**src/rtl/hs_spi_slave.sv**
```systemverilog
module hs_spi_slave #(
  parameter int FIX_BYTES = 4,
  parameter int MAX_BYTES = 31,
  parameter bit CPOL      = 1'b0,
  parameter int AW        = $clog2(FIX_BYTES + MAX_BYTES)
)(
  input  logic          clk,
  input  logic          rst_n,
  input  logic          abort,
  input  logic          spi_sclk,
  input  logic          spi_ss_n,
  input  logic          spi_mosi,
  output logic          spi_miso,
  input  logic          sreq_n,
  output logic          srdy_n,
  output logic          hreq_n,
  input  logic          up_pend,
  input  logic          tx_we,
  input  logic [AW-1:0] tx_addr,
  input  logic [7:0]    tx_data,
  output logic          rx_valid,
  output logic [7:0]    rx_data,
  output logic [AW-1:0] rx_idx,
  output logic          txn_done
);
  localparam int DEPTH = FIX_BYTES + MAX_BYTES;
  localparam int CW    = $clog2(((FIX_BYTES > MAX_BYTES) ? FIX_BYTES : MAX_BYTES) + 2);

  typedef enum logic [2:0] {S_IDLE, S_REQ, S_ARM, S_XFER, S_WAIT2} st_t;

  logic [7:0] tbuf [1<<AW];

  always_ff @(posedge clk)
    if (tx_we) tbuf[tx_addr] <= tx_data;

  logic [2:0] sclk_q;
  logic [1:0] sreq_q, ss_q, mosi_q;

  always_ff @(posedge clk or negedge rst_n)
    if (!rst_n) begin
      sclk_q <= {3{CPOL}};
      sreq_q <= 2'b11;
      ss_q   <= 2'b11;
      mosi_q <= 2'b00;
    end else begin
      sclk_q <= {sclk_q[1:0], spi_sclk};
      sreq_q <= {sreq_q[0], sreq_n};
      ss_q   <= {ss_q[0], spi_ss_n};
      mosi_q <= {mosi_q[0], spi_mosi};
    end

  wire sreq_s = sreq_q[1];
  wire ss_s   = ss_q[1];
  wire mosi_s = mosi_q[1];
  wire lead   = (sclk_q[2] == CPOL) && (sclk_q[1] != CPOL);
  wire trail  = (sclk_q[2] != CPOL) && (sclk_q[1] == CPOL);

  st_t           state;
  logic          phase;
  logic [2:0]    bitcnt;
  logic [CW-1:0] bytecnt, len2;
  logic [7:0]    tx_sh, rx_sh, rx_len0;
  logic          miso_r;

  wire [CW-1:0] cur_len = phase ? len2 : CW'(FIX_BYTES);
  wire [AW-1:0] base    = phase ? AW'(FIX_BYTES) : '0;
  wire [CW-1:0] nxt_cnt = bytecnt + 1'b1;
  wire          last    = (nxt_cnt == cur_len);
  wire [7:0]    rx_next = {rx_sh[6:0], mosi_s};
  wire [AW-1:0] fetch_i = base + AW'(nxt_cnt);
  wire [7:0]    fetch_b = (nxt_cnt < cur_len) ? tbuf[fetch_i] : 8'h00;
  wire [7:0]    r0      = (bytecnt == '0) ? rx_next : rx_len0;
  wire [7:0]    t0      = tbuf[0];
  wire [7:0]    big     = (r0 > t0) ? r0 : t0;
  wire [CW-1:0] l2      = (big > 8'(MAX_BYTES)) ? CW'(MAX_BYTES) : CW'(big);
  wire          shift_on = (state == S_XFER) && !ss_s;

  always_ff @(posedge clk or negedge rst_n)
    if (!rst_n) begin
      state    <= S_IDLE;
      phase    <= 1'b0;
      bitcnt   <= '0;
      bytecnt  <= '0;
      len2     <= '0;
      tx_sh    <= '0;
      rx_sh    <= '0;
      rx_len0  <= '0;
      miso_r   <= 1'b0;
      srdy_n   <= 1'b1;
      hreq_n   <= 1'b1;
      rx_valid <= 1'b0;
      rx_data  <= '0;
      rx_idx   <= '0;
      txn_done <= 1'b0;
    end else begin
      rx_valid <= 1'b0;
      txn_done <= 1'b0;
      if (abort) begin
        state   <= S_IDLE;
        phase   <= 1'b0;
        bitcnt  <= '0;
        bytecnt <= '0;
        tx_sh   <= '0;
        rx_sh   <= '0;
        miso_r  <= 1'b0;
        srdy_n  <= 1'b1;
        hreq_n  <= 1'b1;
      end else begin
        unique case (state)
          S_IDLE, S_REQ: begin
            if (!sreq_s) begin
              state   <= S_ARM;
              hreq_n  <= 1'b1;
              srdy_n  <= 1'b0;
              phase   <= 1'b0;
              tx_sh   <= tbuf[0];
              bitcnt  <= '0;
              bytecnt <= '0;
              miso_r  <= 1'b0;
            end else if (state == S_IDLE && up_pend) begin
              state  <= S_REQ;
              hreq_n <= 1'b0;
            end
          end
          S_WAIT2: begin
            if (!sreq_s) begin
              state   <= S_ARM;
              srdy_n  <= 1'b0;
              tx_sh   <= tbuf[AW'(FIX_BYTES)];
              bitcnt  <= '0;
              bytecnt <= '0;
              miso_r  <= 1'b0;
            end
          end
          S_ARM: begin
            if (sreq_s) begin
              state  <= S_XFER;
              srdy_n <= 1'b1;
            end
          end
          S_XFER: begin
            if (shift_on && lead) begin
              miso_r <= tx_sh[7];
              tx_sh  <= {tx_sh[6:0], 1'b0};
            end else if (shift_on && trail) begin
              rx_sh  <= rx_next;
              bitcnt <= bitcnt + 1'b1;
              if (bitcnt == 3'd7) begin
                rx_valid <= 1'b1;
                rx_data  <= rx_next;
                rx_idx   <= base + AW'(bytecnt);
                if (!phase && bytecnt == '0) rx_len0 <= rx_next;
                bytecnt <= nxt_cnt;
                tx_sh   <= fetch_b;
                if (last) begin
                  if (!phase && l2 != '0) begin
                    state <= S_WAIT2;
                    phase <= 1'b1;
                    len2  <= l2;
                  end else begin
                    state    <= S_IDLE;
                    phase    <= 1'b0;
                    txn_done <= 1'b1;
                  end
                end
              end
            end
          end
          default: state <= S_IDLE;
        endcase
      end
    end

  assign spi_miso = miso_r;

  AST_HREQ_HOLD: assert property (@(posedge clk) disable iff (!rst_n)
    (!hreq_n && sreq_s && !abort) |=> !hreq_n);
  AST_READY_AFTER_REQ: assert property (@(posedge clk) disable iff (!rst_n)
    $fell(srdy_n) |-> $past(!sreq_s));
  AST_RX_IN_RANGE: assert property (@(posedge clk) disable iff (!rst_n)
    rx_valid |-> (int'(rx_idx) < DEPTH));
  AST_SECOND_LEN: assert property (@(posedge clk) disable iff (!rst_n)
    (state == S_WAIT2) |-> (len2 != '0 && int'(len2) <= MAX_BYTES));
  AST_DONE_PULSE: assert property (@(posedge clk) disable iff (!rst_n)
    txn_done |=> !txn_done);
  AST_ABORT_IDLE: assert property (@(posedge clk) disable iff (!rst_n)
    abort |=> (srdy_n && hreq_n && !rx_valid));
  AST_RX_ONLY_XFER: assert property (@(posedge clk) disable iff (!rst_n)
    rx_valid |-> $past(state == S_XFER));
endmodule

```
**config.mk**
```make
export PLATFORM = sky130hd
export DESIGN_NAME = hs_spi_slave
export DESIGN_NICKNAME = d
export VERILOG_FILES = /design/src/rtl/hs_spi_slave.sv
export SDC_FILE = /design/constraint.sdc
export NUM_CORES = 1
export LEC_CHECK = 0
export BUFFER_PORTS_ARGS = -buffer_cell sky130_fd_sc_hd__buf_2
export CAP_MARGIN = 20
export CORE_MARGIN = 5
export CORE_UTILIZATION = 65
export DETAILED_ROUTE_END_ITERATION = 10
export PLACE_DENSITY = 0.87
export SYNTH_ARGS = -nofsm -noshare
export SYNTH_HDL_FRONTEND = slang
export SYNTH_SLANG_ARGS = --single-unit
```
**constraint.sdc**
```tcl
create_clock -name clk -period 8.82 [get_ports clk]
set_input_delay 0.882 -clock clk [delete_from_list [all_inputs] [get_ports clk]]
set_output_delay 0.882 -clock clk [all_outputs]
set_load 0.005 [all_outputs]
```
# == Yosys cells after proc, flatten, opt, wreduce, memory -nomap -nowiden ==
# Memories as Yosys holds them, arrays and structs flattened.
# Index checks and enable logic that the tools add are counted.
# totals
mem_count,1
ramBits,512
input_bits,23
output_inout_bits,19
register_bits,70
# classes
addsub,4
magnitude_cmp,3
eq_ne,20
bitwise,4
n_reduce_logical,34
muxes,71
# mem_list
memory,depth,width,rd,rd_ports_with_merged_regs,wr,line_no,rtl
tbuf,64,8,3,0,1,31,logic [7:0] tbuf [1<<AW];
# op_table
op,count
$mux 8,9
$mux 3,15
$mux 6,7
$mux 1,29
$mux 7,4
$pmux 8 s3,1
$ne 3x3->1 const B,6
$reduce_and 5->1,3
$reduce_and 7->1,2
$add 3x6->6,2
$ne 3x2->1 const B,4
$pmux 3 s4,1
$pmux 6 s2,1
$reduce_and 6->1,2
$reduce_and 3->1,3
$reduce_bool 3->1,3
$gt 8x5->1 const B,1
$gt 8x8->1,1
$logic_and 1x1->1,8
$ne 4x2->1 const B,2
$add 6x1->6 const B,1
$eq 3x2->1 const B,2
$eq 3x3->1 const B,2
$eq 6x6->1,1
18 further kinds,26

# == Depth between registers and ports, before layout ==
# Gate-level depths: netlist of the first run.
# logic_depth
depth_word,15
mapped_depth,20
depth_no_buf,12

# == Worst setup path before layout of the first run ==
# OpenSTA, ideal clock, no wires.
# synth_timing
path_kind,register to register
from,reg bytecnt[0]
to,reg len2[0]
setup_ns,0.125
stages_incl_launch_ff,21
n_path_buf,8
arrival_ns,4.309
path_slack_ns,4.386
path_cell_list,dfrtp_1 > buf_2 > buf_6 > buf_4 > buf_4 > buf_4 > inv_1 > ha_1 > and2_1 > clkbuf_1 > buf_2 > mux2_2 > ha_1 > a21o_1 > a21oi_1 > nor2b_1 > o22ai_1 > o31a_1 > clkbuf_1 > mux2i_1 > mux2_2
# synth_between
elab_chain_len,9
elab_cells_between_ends,11
cone_classes,1 x add/sub; 2 x order compare; 1 x eq/ne; 3 x mux; 4 x reduce/logical
# synth_rtl
element,line_no,rtl
from (decl),61,"logic [CW-1:0] bytecnt, len2;"
from (signal assigned),153,bytecnt <= nxt_cnt;
$logic_not 6->1,72,wire [7:0] r0 = (bytecnt == '0) ? rx_next : rx_len0;
$mux 8,72,
$gt 8x8->1,74,wire [7:0] big = (r0 > t0) ? r0 : t0;
$mux 8,74,
$gt 8x5->1,75,wire [CW-1:0] l2 = (big > 8'(MAX_BYTES)) ? CW'(MAX_BYTES) : CW'(big);
$mux 6,75,
$reduce_bool 6->1,156,if (!phase && l2 != '0) begin
$logic_and 1x1->1,156,
$reduce_and 7->1 (no source line),--,
to (signal assigned),159,len2 <= l2;
to (decl),61,
# Several ways; a longest one is shown, not always the timed one.
# A chain may end at the register's enable or synchronous reset.

# == Worst setup path after layout of the first run ==
# layout_timing
from,reg bytecnt[0]
to,reg tx_sh[5]
# layout_between
elab_chain_len,9
elab_cells_between_ends,10
cone_classes,2 x add/sub; 1 x order compare; 6 x mux; 1 x memory
# layout_rtl
element,line_no,rtl
$add 6x1->6 (*),67,wire [CW-1:0] nxt_cnt = bytecnt + 1'b1;
$add 3x6->6,70,wire [AW-1:0] fetch_i = base + AW'(nxt_cnt);
$mem_v2 64x8,--,
$mux 8 (*),71,wire [7:0] fetch_b = (nxt_cnt < cur_len) ? tbuf[fetch_i] : 8'h00;
$mux 8 (*),148,if (bitcnt == 3'd7) begin
$mux 8 (*),145,end else if (shift_on && trail) begin
$mux 8 (*),142,if (shift_on && lead) begin
$pmux 8 s3 (*),109,unique case (state)
$mux 8 (*),98,if (abort) begin
to (signal assigned),116,tx_sh <= tbuf[0];
to (signal assigned),144,"tx_sh <= {tx_sh[6:0], 1'b0};"
to (signal assigned),154,tx_sh <= fetch_b;
to (decl),62,"logic [7:0] tx_sh, rx_sh, rx_len0;"
# Mark *: on every way between the ends. The rest lies on a longest branch, timed or not. The select of a mux whose other input is x is not followed.

==> results of run 1 <==
routing by layer:
metal,vias to the layer above,GRT usage [%],part of all wire [%]
met4,4,11.88,5.0
met2,1139,48.10,50
met5,-,0,0.036
met3,256,6.133,11
met1,6841,37.73,34
li1,5437,-,-
flip-flops by register name, indices dropped and copies added, names as in the netlist, 3 cells and up:
name     flops
bitcnt       3
bytecnt      6
len2         6
rx_data      8
rx_idx       6
rx_len0      8
rx_sh        7
sclk_q       3
state        3
tbuf       512
tx_sh        8
area by class of cell:
| cell class | instances | area share, % |
|---|---|---|
| Multi-Input combinational cell | 664 | 24.76 |
| Sequential cell | 582 | 64.21 |
| Timing Repair Buffer | 69 | 2.166 |
| Tap cell | 468 | 2.194 |
| Clock inverter | 29 | 0.9470 |
| Clock buffer | 71 | 5.541 |
| Inverter | 13 | 0.1828 |
where the power goes:
part / switching (mW) / total (mW) / internal [mW]
Clock: 1.02 / 2.32 / 1.30
Sequential: 0.0462 / 3.09 / 3.04
Combinational: 0.275 / 0.444 / 0.169
how the worst max path moves through the flow:
stage	startpoint	to	slack, ns
2_1_floorplan	bytecnt[0]	len2[0]	4.39
3_3_place_gp	bytecnt[0]	tx_sh[1]	3.93
3_5_place_dp	bytecnt[0]	tx_sh[1]	4.09
4_1_cts	bytecnt[0]	tx_sh[1]	4.04
5_1_grt	bytecnt[0]	tx_sh[5]	3.68
6_report	bytecnt[0]	tx_sh[5]	3.99
critical path, delay by kind of cell (launching register included):
kind | cells | cell delay, ns
and+or+nand+nor | 2 | 0.37
AOI/OAI and AO/OA | 2 | 0.85
muxes | 1 | 0.35
adders and majority gates | 2 | 0.99
buffers and inverters | 2 | 0.89
DFF | 1 | 0.90
xor gates and xnor gates | 1 | 0.29
cell families (layout without fill, tap and decap cells):
group | after synthesis | in the layout | synth area share, %
flip-flops | 582 | 582 | 71.01
adder cells (fa/ha/maj) | 22 | 22 | 1.141
AO/OA/AOI/OAI | 122 | 122 | 3.412
AND/OR/NAND/NOR | 292 | 292 | 5.678
buffers and inverters | 87 | 182 | 1.711
multiplexers | 219 | 219 | 16.72
XOR/XNOR | 9 | 9 | 0.3267
synth_stat cells (4+ instances only):
| library cell | instances | area share [%] |
|---|---|---|
| a2111oi_0 | 7 | 0.25 |
| a21oi_1 | 25 | 0.52 |
| a22oi_1 | 14 | 0.44 |
| a32oi_1 | 7 | 0.25 |
| and2_1 | 7 | 0.18 |
| and3_1 | 4 | 0.10 |
| buf_2 | 30 | 0.62 |
| buf_4 | 9 | 0.28 |
| clkbuf_1 | 31 | 0.48 |
| dfrtp_1 | 64 | 6.6 |
| dfstp_2 | 6 | 0.65 |
| edfxtp_1 | 512 | 64 |
| ha_1 | 22 | 1.1 |
| inv_1 | 12 | 0.19 |
| mux2_2 | 23 | 1.1 |
| mux2i_1 | 51 | 2.1 |
| mux4_2 | 145 | 14 |
| nand2_1 | 96 | 1.5 |
| nand2b_1 | 10 | 0.26 |
| nand3_1 | 15 | 0.31 |
| nand3b_1 | 5 | 0.16 |
| nand4_1 | 4 | 0.10 |
| nor2_1 | 88 | 1.4 |
| nor2b_1 | 19 | 0.49 |
| nor3_1 | 13 | 0.27 |
| nor4_1 | 6 | 0.16 |
| o211ai_1 | 8 | 0.25 |
| o21ai_0 | 35 | 0.73 |
| or3_1 | 8 | 0.21 |
| or4_1 | 7 | 0.22 |
| xnor2_1 | 4 | 0.15 |
| xor2_1 | 5 | 0.18 |
per-stage QoR:
step / std cells / area [um2] / hold WS, ns / utilization (%)
2_1_floorplan: 1333 / 24130 / 0.3312 / -
3_3_place_gp: 1782 / 24690 / 0.3331 / 67.44
3_5_place_dp: 1784 / 24730 / 0.3386 / 67.54
4_1_cts: 1884 / 26460 / 0.3510 / 72.27
5_1_grt: 1896 / 26690 / 0.3586 / 72.90
6_report: 1896 / 26690 / 0.3513 / 72.90
==> metrics.cfg, run 1 <==
[setup_path]
cp_cell_sequence=ha_1 -> xor2_1 -> ha_4 -> buf_4 -> buf_16 -> mux4_2 -> nor2b_1 -> a2111oi_0 -> or3_1 -> o211ai_1
cp_slowest_stage_delay_ns=0.90
regToRegStartpoint=bytecnt[0]
rr_endpoint=tx_sh[5]
r2r.worst_path.cells=10
start_kind=register
critPathArrivalTime_ns=5.31
slowest_stage=dfrtp_4
worstSetupPathType=register to register
cp-end-kind=register
r2r_setup_slack_ns=3.99
cp.required_ns=9.30
cp_max_fo=51

[route]
via_count=13677
viasPerCell=7.214
drt_first_iter_violations=2072
wl_um=58780
dr.pass1.iters=7
wire_per_inst_um=31.00
antenna_left=0
drc=0

[floorplanning]
die_h_um=202.7
fp.dieW_um=202.7
rows=70
initial_core_util_pct=65.91
ioPinCount=42
die-area_mm2=0.04108
design.core.area_mm2=0.03661

[clocking]
cts_root_buffer=clkbuf_16
cts.htree.levels=2
numCtsBuffers=55
cts_resized=0
cts.sinks=582
path_clk_slew_ns=0.08
clk-insertion-delay-late_ns=0.61
cts_tree=done
post_cts_buffers=0
clk_path_buf_depth=3
holdBufCountCts=0

[sta]
setup_slack_ns=3.988
worst_slew_pin_slew_ns=1.168
period_minus_slack_ns=4.832
finalMaxSlewViolations=0
period_share_pct=54.78
relSlewSlack_pct=21.88
rsz0062_at_grt=no
setup_viol=0
finalHoldViolCount=0
fmaxAchievable_mhz=207.0
finClkSkew_ns=0.02156
setup_tns_ns=0

[pwr]
total_power_mw=5.848
ir_worst_vdd_v=0.0001937
power.density_mw_per_mm2=219.1
leakagePower_nw=8.851

[yosys]
syn_nets=1378
synth_cell_types=61
postSynthRegisterBits=582
ys_warn_count=0
synth_ff_type=edfxtp_1
syn_avg_cell_area_um2=18.10
synth_enable_flop_cells=512
syn_inst=1333
syn_area_mm2=0.02413
ys_seq_area_share_pct=71.01
async_flop_share_pct=12.03

[placed_design]
place_ws_ns=4.092
dpl.hpwl_um=32860
portBuffers=41
gp_congestion=0.8444

[worst_hold_path]
worstHoldStart=mosi_q[0]
hold_depth=0
holdPathEnd=mosi_q[1]
hold_path_class=register to register

[final_layout]
fill_cells=2028
multiInputGateArea_mm2=0.006608
syn_to_final_growth_pct=10.61
layout_common_cells=edfxtp_1 (512), mux4_2 (145), nand2_1 (96)
layout.nets=1430
drive_gt1_share_pct=23.18
final_common_cell=edfxtp_1
diodes=0
seqCellArea_mm2=0.01714

[grt]
grt_max_degree=71
antenna_found_initial=2
grt_pass1_wl_um=87540
grt_pass1_vias=13747
grt_remaining_overflow=0
grt_usage_pct=28.82

[job]
drv_cap=0

[outcome]
status=completed

Power figures use the tool's default switching activity.
==> run 2, diff against run 1 <==
CORE_UTILIZATION = 63   (was 65)
PLACE_DENSITY = 0.85   (was 0.87)
clock period = 4.7 ns   (was 8.82 ns; I/O delays follow)
==> run 2 against run 1 <==
  * Worst hold slack worse by 0.28 ns
  * Worst setup slack worse by 3.2 ns
  * Cell count up 2.5%
  * Register-to-register slack worse by 3.2 ns
  * Largest cell class unchanged
  * Largest power group unchanged
  * Clock power up 86%
  * Critical endpoint is now len2[4]
==> metrics.cfg, run 2 (synthesis results as in run 1) <==
[setup_path]
start_kind=register
cp_slowest_stage_delay_ns=0.53  ; -0.37 ns
critPathArrivalTime_ns=4.43  ; -0.88 ns
crit_top_cell=mux2_2
cp_cell_sequence=nor4_1 -> and2_1 -> mux2_2 -> ha_1 -> a21o_1 -> a21oi_1 -> nor2b_1 -> o22ai_1 -> o31a_1 -> mux2i_1 -> mux2_2
slowest_stage=and2_1
cp-end-kind=register
worstSetupPathType=register to register
cp_max_fo=14  ; -73%
cp.required_ns=5.19  ; -4.11 ns

[route]
viasPerCell=6.750  ; -6.4%
wl_um=54460  ; -7.3%
drc=0  ; unchanged
via_count=13115  ; -4.1%
drt_first_iter_violations=1671  ; -19%
wire_per_inst_um=28.03  ; -9.6%
antenna_left=0  ; unchanged
dr.pass1.iters=5  ; -2

[floorplanning]
fp.dieW_um=205.7  ; +1.5%
ioPinCount=42  ; unchanged
rows=71  ; +1.4%
initial_core_util_pct=63.91  ; -2.0 points
design.core.area_mm2=0.03776  ; +3.1%
die-area_mm2=0.04231  ; +3.0%
die_h_um=205.7  ; +1.5%

[grt]
grt_max_degree=95  ; +34%
grt.met3_usage_pct=4.586  ; -1.5 points
grt_usage_pct=26.48  ; -2.3 points
antenna_found_initial=4  ; +2
use_met2_pct=43.30  ; -4.8 points
grt_pass1_vias=13223  ; -3.8%
use_met1_pct=36.93  ; -0.80 points
grt_remaining_overflow=0  ; unchanged
grt_pass1_wl_um=82570  ; -5.7%
busiest_layer=met2

[final_layout]
regMostFlops=tbuf
syn_to_final_growth_pct=10.75
multiInputGateArea_mm2=0.006618  ; +0.15%
layout.nets=1431  ; +0.070%
largest_reg_flops=512  ; unchanged
final_common_cell=edfxtp_1
fill_cells=2189  ; +7.9%
layout_common_cells=edfxtp_1 (512), mux4_2 (145), nand2_1 (96)
seqCellArea_mm2=0.01714  ; unchanged
stdcell_count=1943  ; +2.5%
drive_gt1_share_pct=23.13  ; -0.049 points

[outcome]
status=completed

[placed_design]
dpl.hpwl_um=31760  ; -3.3%
dp_cells=1829  ; +2.5%
portBuffers=41  ; unchanged
gp_congestion=0.8386  ; -0.69%

[sta]
fmaxAchievable_mhz=253.8  ; +23%
rsz0062_at_grt=no
period_minus_slack_ns=3.940  ; -0.8920 ns
fin_hold_ws_ns=0.06872  ; -0.2826 ns
worst_slew_pin_slew_ns=1.095  ; -0.07207 ns
setup_viol=0  ; unchanged
relSlewSlack_pct=26.97  ; +5.1 points
setup_tns_ns=0  ; unchanged
period_share_pct=83.82  ; +29 points
finalHoldViolCount=0  ; unchanged
finClkSkew_ns=0.02542  ; +0.003865 ns
finalMaxSlewViolations=0  ; unchanged

[clocking]
numCtsBuffers=55  ; unchanged
cts.sinks=582  ; unchanged
path_clk_slew_ns=0.06  ; -0.02 ns
cts_resized=0  ; unchanged
cts_tree=done
cts.htree.levels=2  ; unchanged
clk-insertion-delay-late_ns=0.61  ; about the same
holdBufCountCts=4  ; +4
cts_root_buffer=clkbuf_16
post_cts_buffers=0  ; unchanged
clk_path_buf_depth=3  ; unchanged

[pwr]
ir_worst_vdd_v=0.0003534  ; +83%
leakagePower_nw=8.830  ; -0.24%
power.density_mw_per_mm2=408.3  ; +86%

[job]
drv_cap=0  ; unchanged

[worst_hold_path]
hold_path_class=input port to async pin

==> run 2: cell count changes in the layout (fill, tap and decap cells not counted), sizes merged <==
cell	previous run	this run
bufinv	4	3
clkbuf	71	70
buf	69	65
diode	0	1
clkinvlp	1	3
clkinv	23	25
dlygate4sd3	0	4
inv	14	15
==> run 2: power by group <==
group / internal, mW / leakage [nW] / total [mW] / switching [mW]
registers: 5.71 / 5.54 / 5.79 / 0.0821
logic: 0.316 / 2.44 / 0.817 / 0.501
clock network: 2.39 / 0.849 / 4.31 / 1.91
==> run 2: worst paths after layout <==
check / startpoint / endpoint / slack, ns / cells after the start
worst max-delay path: bytecnt[3] / len2[4] / 0.76 / 11
worst min-delay path: rst_n / bytecnt[5] / 0.07 / 2
worst max register to register: bytecnt[3] / len2[4] / 0.76 / 11
worst min register to register: mosi_q[0] / mosi_q[1] / 0.35 / 0
max in group asynchronous: rst_n / bytecnt[0] / 3.95 / 2
min in group clk: tx_data[6] / tbuf[19][6] / 0.22 / 1
==> run 2: cell type report <==
| cell class | instances | area share (%) |
|---|---|---|
| inverters | 13 | 0.1826 |
| clock inverters | 33 | 1.030 |
| repair buffers | 70 | 1.994 |
| clock buffers | 69 | 5.501 |
| diodes | 1 | 0.009364 |
| flip-flops and latches | 582 | 64.13 |
| well taps | 511 | 2.392 |
| multi-input cells | 664 | 24.76 |
==> run 2: critical path, delay by kind of cell (launching register included) <==
family / cells / cell delay (ns)
muxes: 3 / 1.33
and+or+nand+nor: 3 / 0.87
AOI/OAI and AO/OA: 4 / 0.83
adders and majority gates: 1 / 0.29
DFF: 1 / 0.49
==> run 2: metrics by stage <==
step / setup WS [ns] / area (um2) / power (mW) / util [%]
after detailed placement: 0.7211 / 24810 / 6.668 / 65.71
final: 0.7603 / 26720 / 10.91 / 70.78
after CTS: 0.7332 / 26590 / 10.92 / 70.44
after global routing: 0.4852 / 26720 / 11.26 / 70.78
after floorplan: 0.2663 / 24130 / 6.387 / -
after global placement: 0.7574 / 24810 / 6.625 / 65.71
==> run 2: per-layer routing <==
| metal | share of wire [%] | vias up | routed length, um |
|---|---|---|---|
| met3 | 9.3 | 166 | 5077 |
| met1 | 37 | 6632 | 20140 |
| li1 | - | 5452 | - |
| met4 | 3.9 | 6 | 2106 |
| met2 | 50 | 859 | 27100 |
| met5 | 0.084 | - | 46 |
==> run 3, diff against run 2 <==
clock period = 3.8 ns   (was 4.7 ns; I/O delays follow)
==> run 3 against run 2 <==
  * Total power increased by 25%
  * Maximum frequency up 9.1%
  * Utilization up 0.35 points
  * Cell count is 0.46% higher
  * Clock skew rose by 0.028 ns
  * Routed wire length up 2.3%
  * Die area unchanged
  * Sequential share of layout area down 0.32 points
  * Register-to-register slack got worse by 0.57 ns
  * Critical path type unchanged
  * Highest routed layer unchanged
==> metrics.cfg, run 3 (synthesis results as in run 1) <==
[outcome]
status=completed

[setup_path]
critPathBufInv=0  ; unchanged
regToRegStartpoint=bytecnt[0]
crit_family=XOR/XNOR gates
worstSetupPathType=register to register
cp_slowest_stage_delay_ns=0.69  ; +0.16 ns
cp_cell_sequence=ha_1 -> xor2_1 -> ha_4 -> ha_1 -> xor2_1 -> xnor2_1 -> mux4_2 -> mux2_2 -> a21oi_1 -> o31ai_1
cp_max_fo=5  ; -9
slowest_stage=xnor2_1
critPathArrivalTime_ns=4.08  ; -0.35 ns
crit_path_start=bytecnt[0]
cp-end-kind=register
cp.required_ns=4.27  ; -0.92 ns
start_kind=register

[pwr]
total_power_mw=13.59  ; +25%
ir_worst_vdd_v=0.0005314  ; +50%
power.density_mw_per_mm2=506.0  ; +24%
leakagePower_nw=8.892  ; +0.70%

[clocking]
cts_root_buffer=clkbuf_16
cts_resized=0  ; unchanged
cts.sinks=582  ; unchanged
post_cts_buffers=0  ; unchanged
numCtsBuffers=55  ; unchanged
path_clk_slew_ns=0.07  ; about the same
cts.htree.levels=2  ; unchanged
cts_tree=done
clk_path_buf_depth=3  ; unchanged
clk-insertion-delay-late_ns=0.64  ; +0.03 ns
holdBufCountCts=5  ; +1

[floorplanning]
die_h_um=205.7  ; unchanged
rows=71  ; unchanged
design.core.area_mm2=0.03776  ; unchanged
initial_core_util_pct=63.91  ; unchanged
ioPinCount=42  ; unchanged
fp.dieW_um=205.7  ; unchanged
die-area_mm2=0.04231  ; unchanged

[final_layout]
final_common_cell=edfxtp_1
layout.nets=1440  ; +0.63%
drive_gt1_share_pct=23.44  ; +0.30 points
syn_to_final_growth_pct=11.30
layout_common_cells=edfxtp_1 (512), mux4_2 (145), nand2_1 (96)
stdcell_count=1952  ; +0.46%
postLayoutCellArea_mm2=0.02686  ; +0.50%
regMostFlops=tbuf
largest_reg_flops=512  ; unchanged
fill_cells=2139  ; -2.3%

[route]
antenna_left=0  ; unchanged
wire_per_inst_um=28.53  ; +1.8%
drt_first_iter_violations=1829  ; +9.5%
viasPerCell=6.830  ; +1.2%
drc=0  ; unchanged
dr.pass1.iters=5  ; unchanged
via_count=13332  ; +1.7%
wl_um=55690  ; +2.3%

[sta]
finalHoldViolCount=0  ; unchanged
finalMaxSlewViolations=0  ; unchanged
rsz0062_at_grt=no
period_share_pct=95.02  ; +11 points
fin_hold_ws_ns=0.1610  ; +0.09226 ns
worst_slew_pin_slew_ns=1.068  ; -0.02791 ns
fmaxAchievable_mhz=277.0  ; +9.1%
setup_viol=0  ; unchanged
setup_slack_ns=0.1892  ; -0.5710 ns
relSlewSlack_pct=28.83  ; +1.9 points
period_minus_slack_ns=3.611  ; -0.3290 ns
finClkSkew_ns=0.05329  ; +0.02786 ns

[placed_design]
dp_cells=1837  ; +0.44%
dpl.hpwl_um=31610  ; -0.47%
place_area_mm2=0.02489  ; +0.34%
portBuffers=41  ; unchanged
gp_congestion=0.8776  ; +4.7%
place_ws_ns=0.3555  ; -0.3656 ns

[grt]
grt_remaining_overflow=0  ; unchanged
grt_pass1_wl_um=84790  ; +2.7%
antenna_found_initial=3  ; -1
grt_max_degree=113  ; +19%
grt_pass1_vias=13504  ; +2.1%
grt_usage_pct=26.97  ; +0.48 points

[job]
drv_cap=0  ; unchanged

[worst_hold_path]
worstHoldStart=abort
hold_path_class=input port to register

## run 3: path summary, 6_finish.rpt
kind | depth (start not counted) | endpoint | slack (ns)
worst min register to register | 0 | mosi_q[1] | 0.35
worst min-delay path | 2 | rx_sh[5] | 0.16
worst max register to register | 10 | tx_sh[0] | 0.19
max in group asynchronous | 3 | hreq_n | 2.45
min in group asynchronous | 2 | bytecnt[5] | 0.39
worst max-delay path | 10 | tx_sh[0] | 0.19
## run 3: through the flow
step | setup TNS [ns] | util, %
5_1_grt | 0 | 71.12
4_1_cts | 0 | 70.70
6_report | 0 | 71.14
3_3_place_gp | 0 | 65.94
3_5_place_dp | 0 | 65.94
2_1_floorplan | -0.1136 | -
## run 3: metal layers
layer | routed length (um) | track usage, %
met1 | 20320 | 36.26
met5 | 7 | 0
met3 | 4780 | 4.634
met2 | 27980 | 44.41
met4 | 2601 | 11.53
## run 3: final cells by class
cell class / instances / area [um2] / share of cell area (%)
diodes: 3 / 7.507 / 0.02795
clock buffers: 68 / 1425 / 5.306
clock inverters: 32 / 325.3 / 1.211
inverters: 13 / 48.80 / 0.1817
multi-input cells: 664 / 6630 / 24.69
flip-flops and latches: 582 / 17140 / 63.81
well taps: 511 / 639.4 / 2.381
repair buffers: 79 / 643.1 / 2.395
## run 3: report_power, final
part | switching (mW) | internal, mW
combinational | 0.637 | 0.401
clock | 2.38 | 3.02
sequential | 0.0961 | 7.06
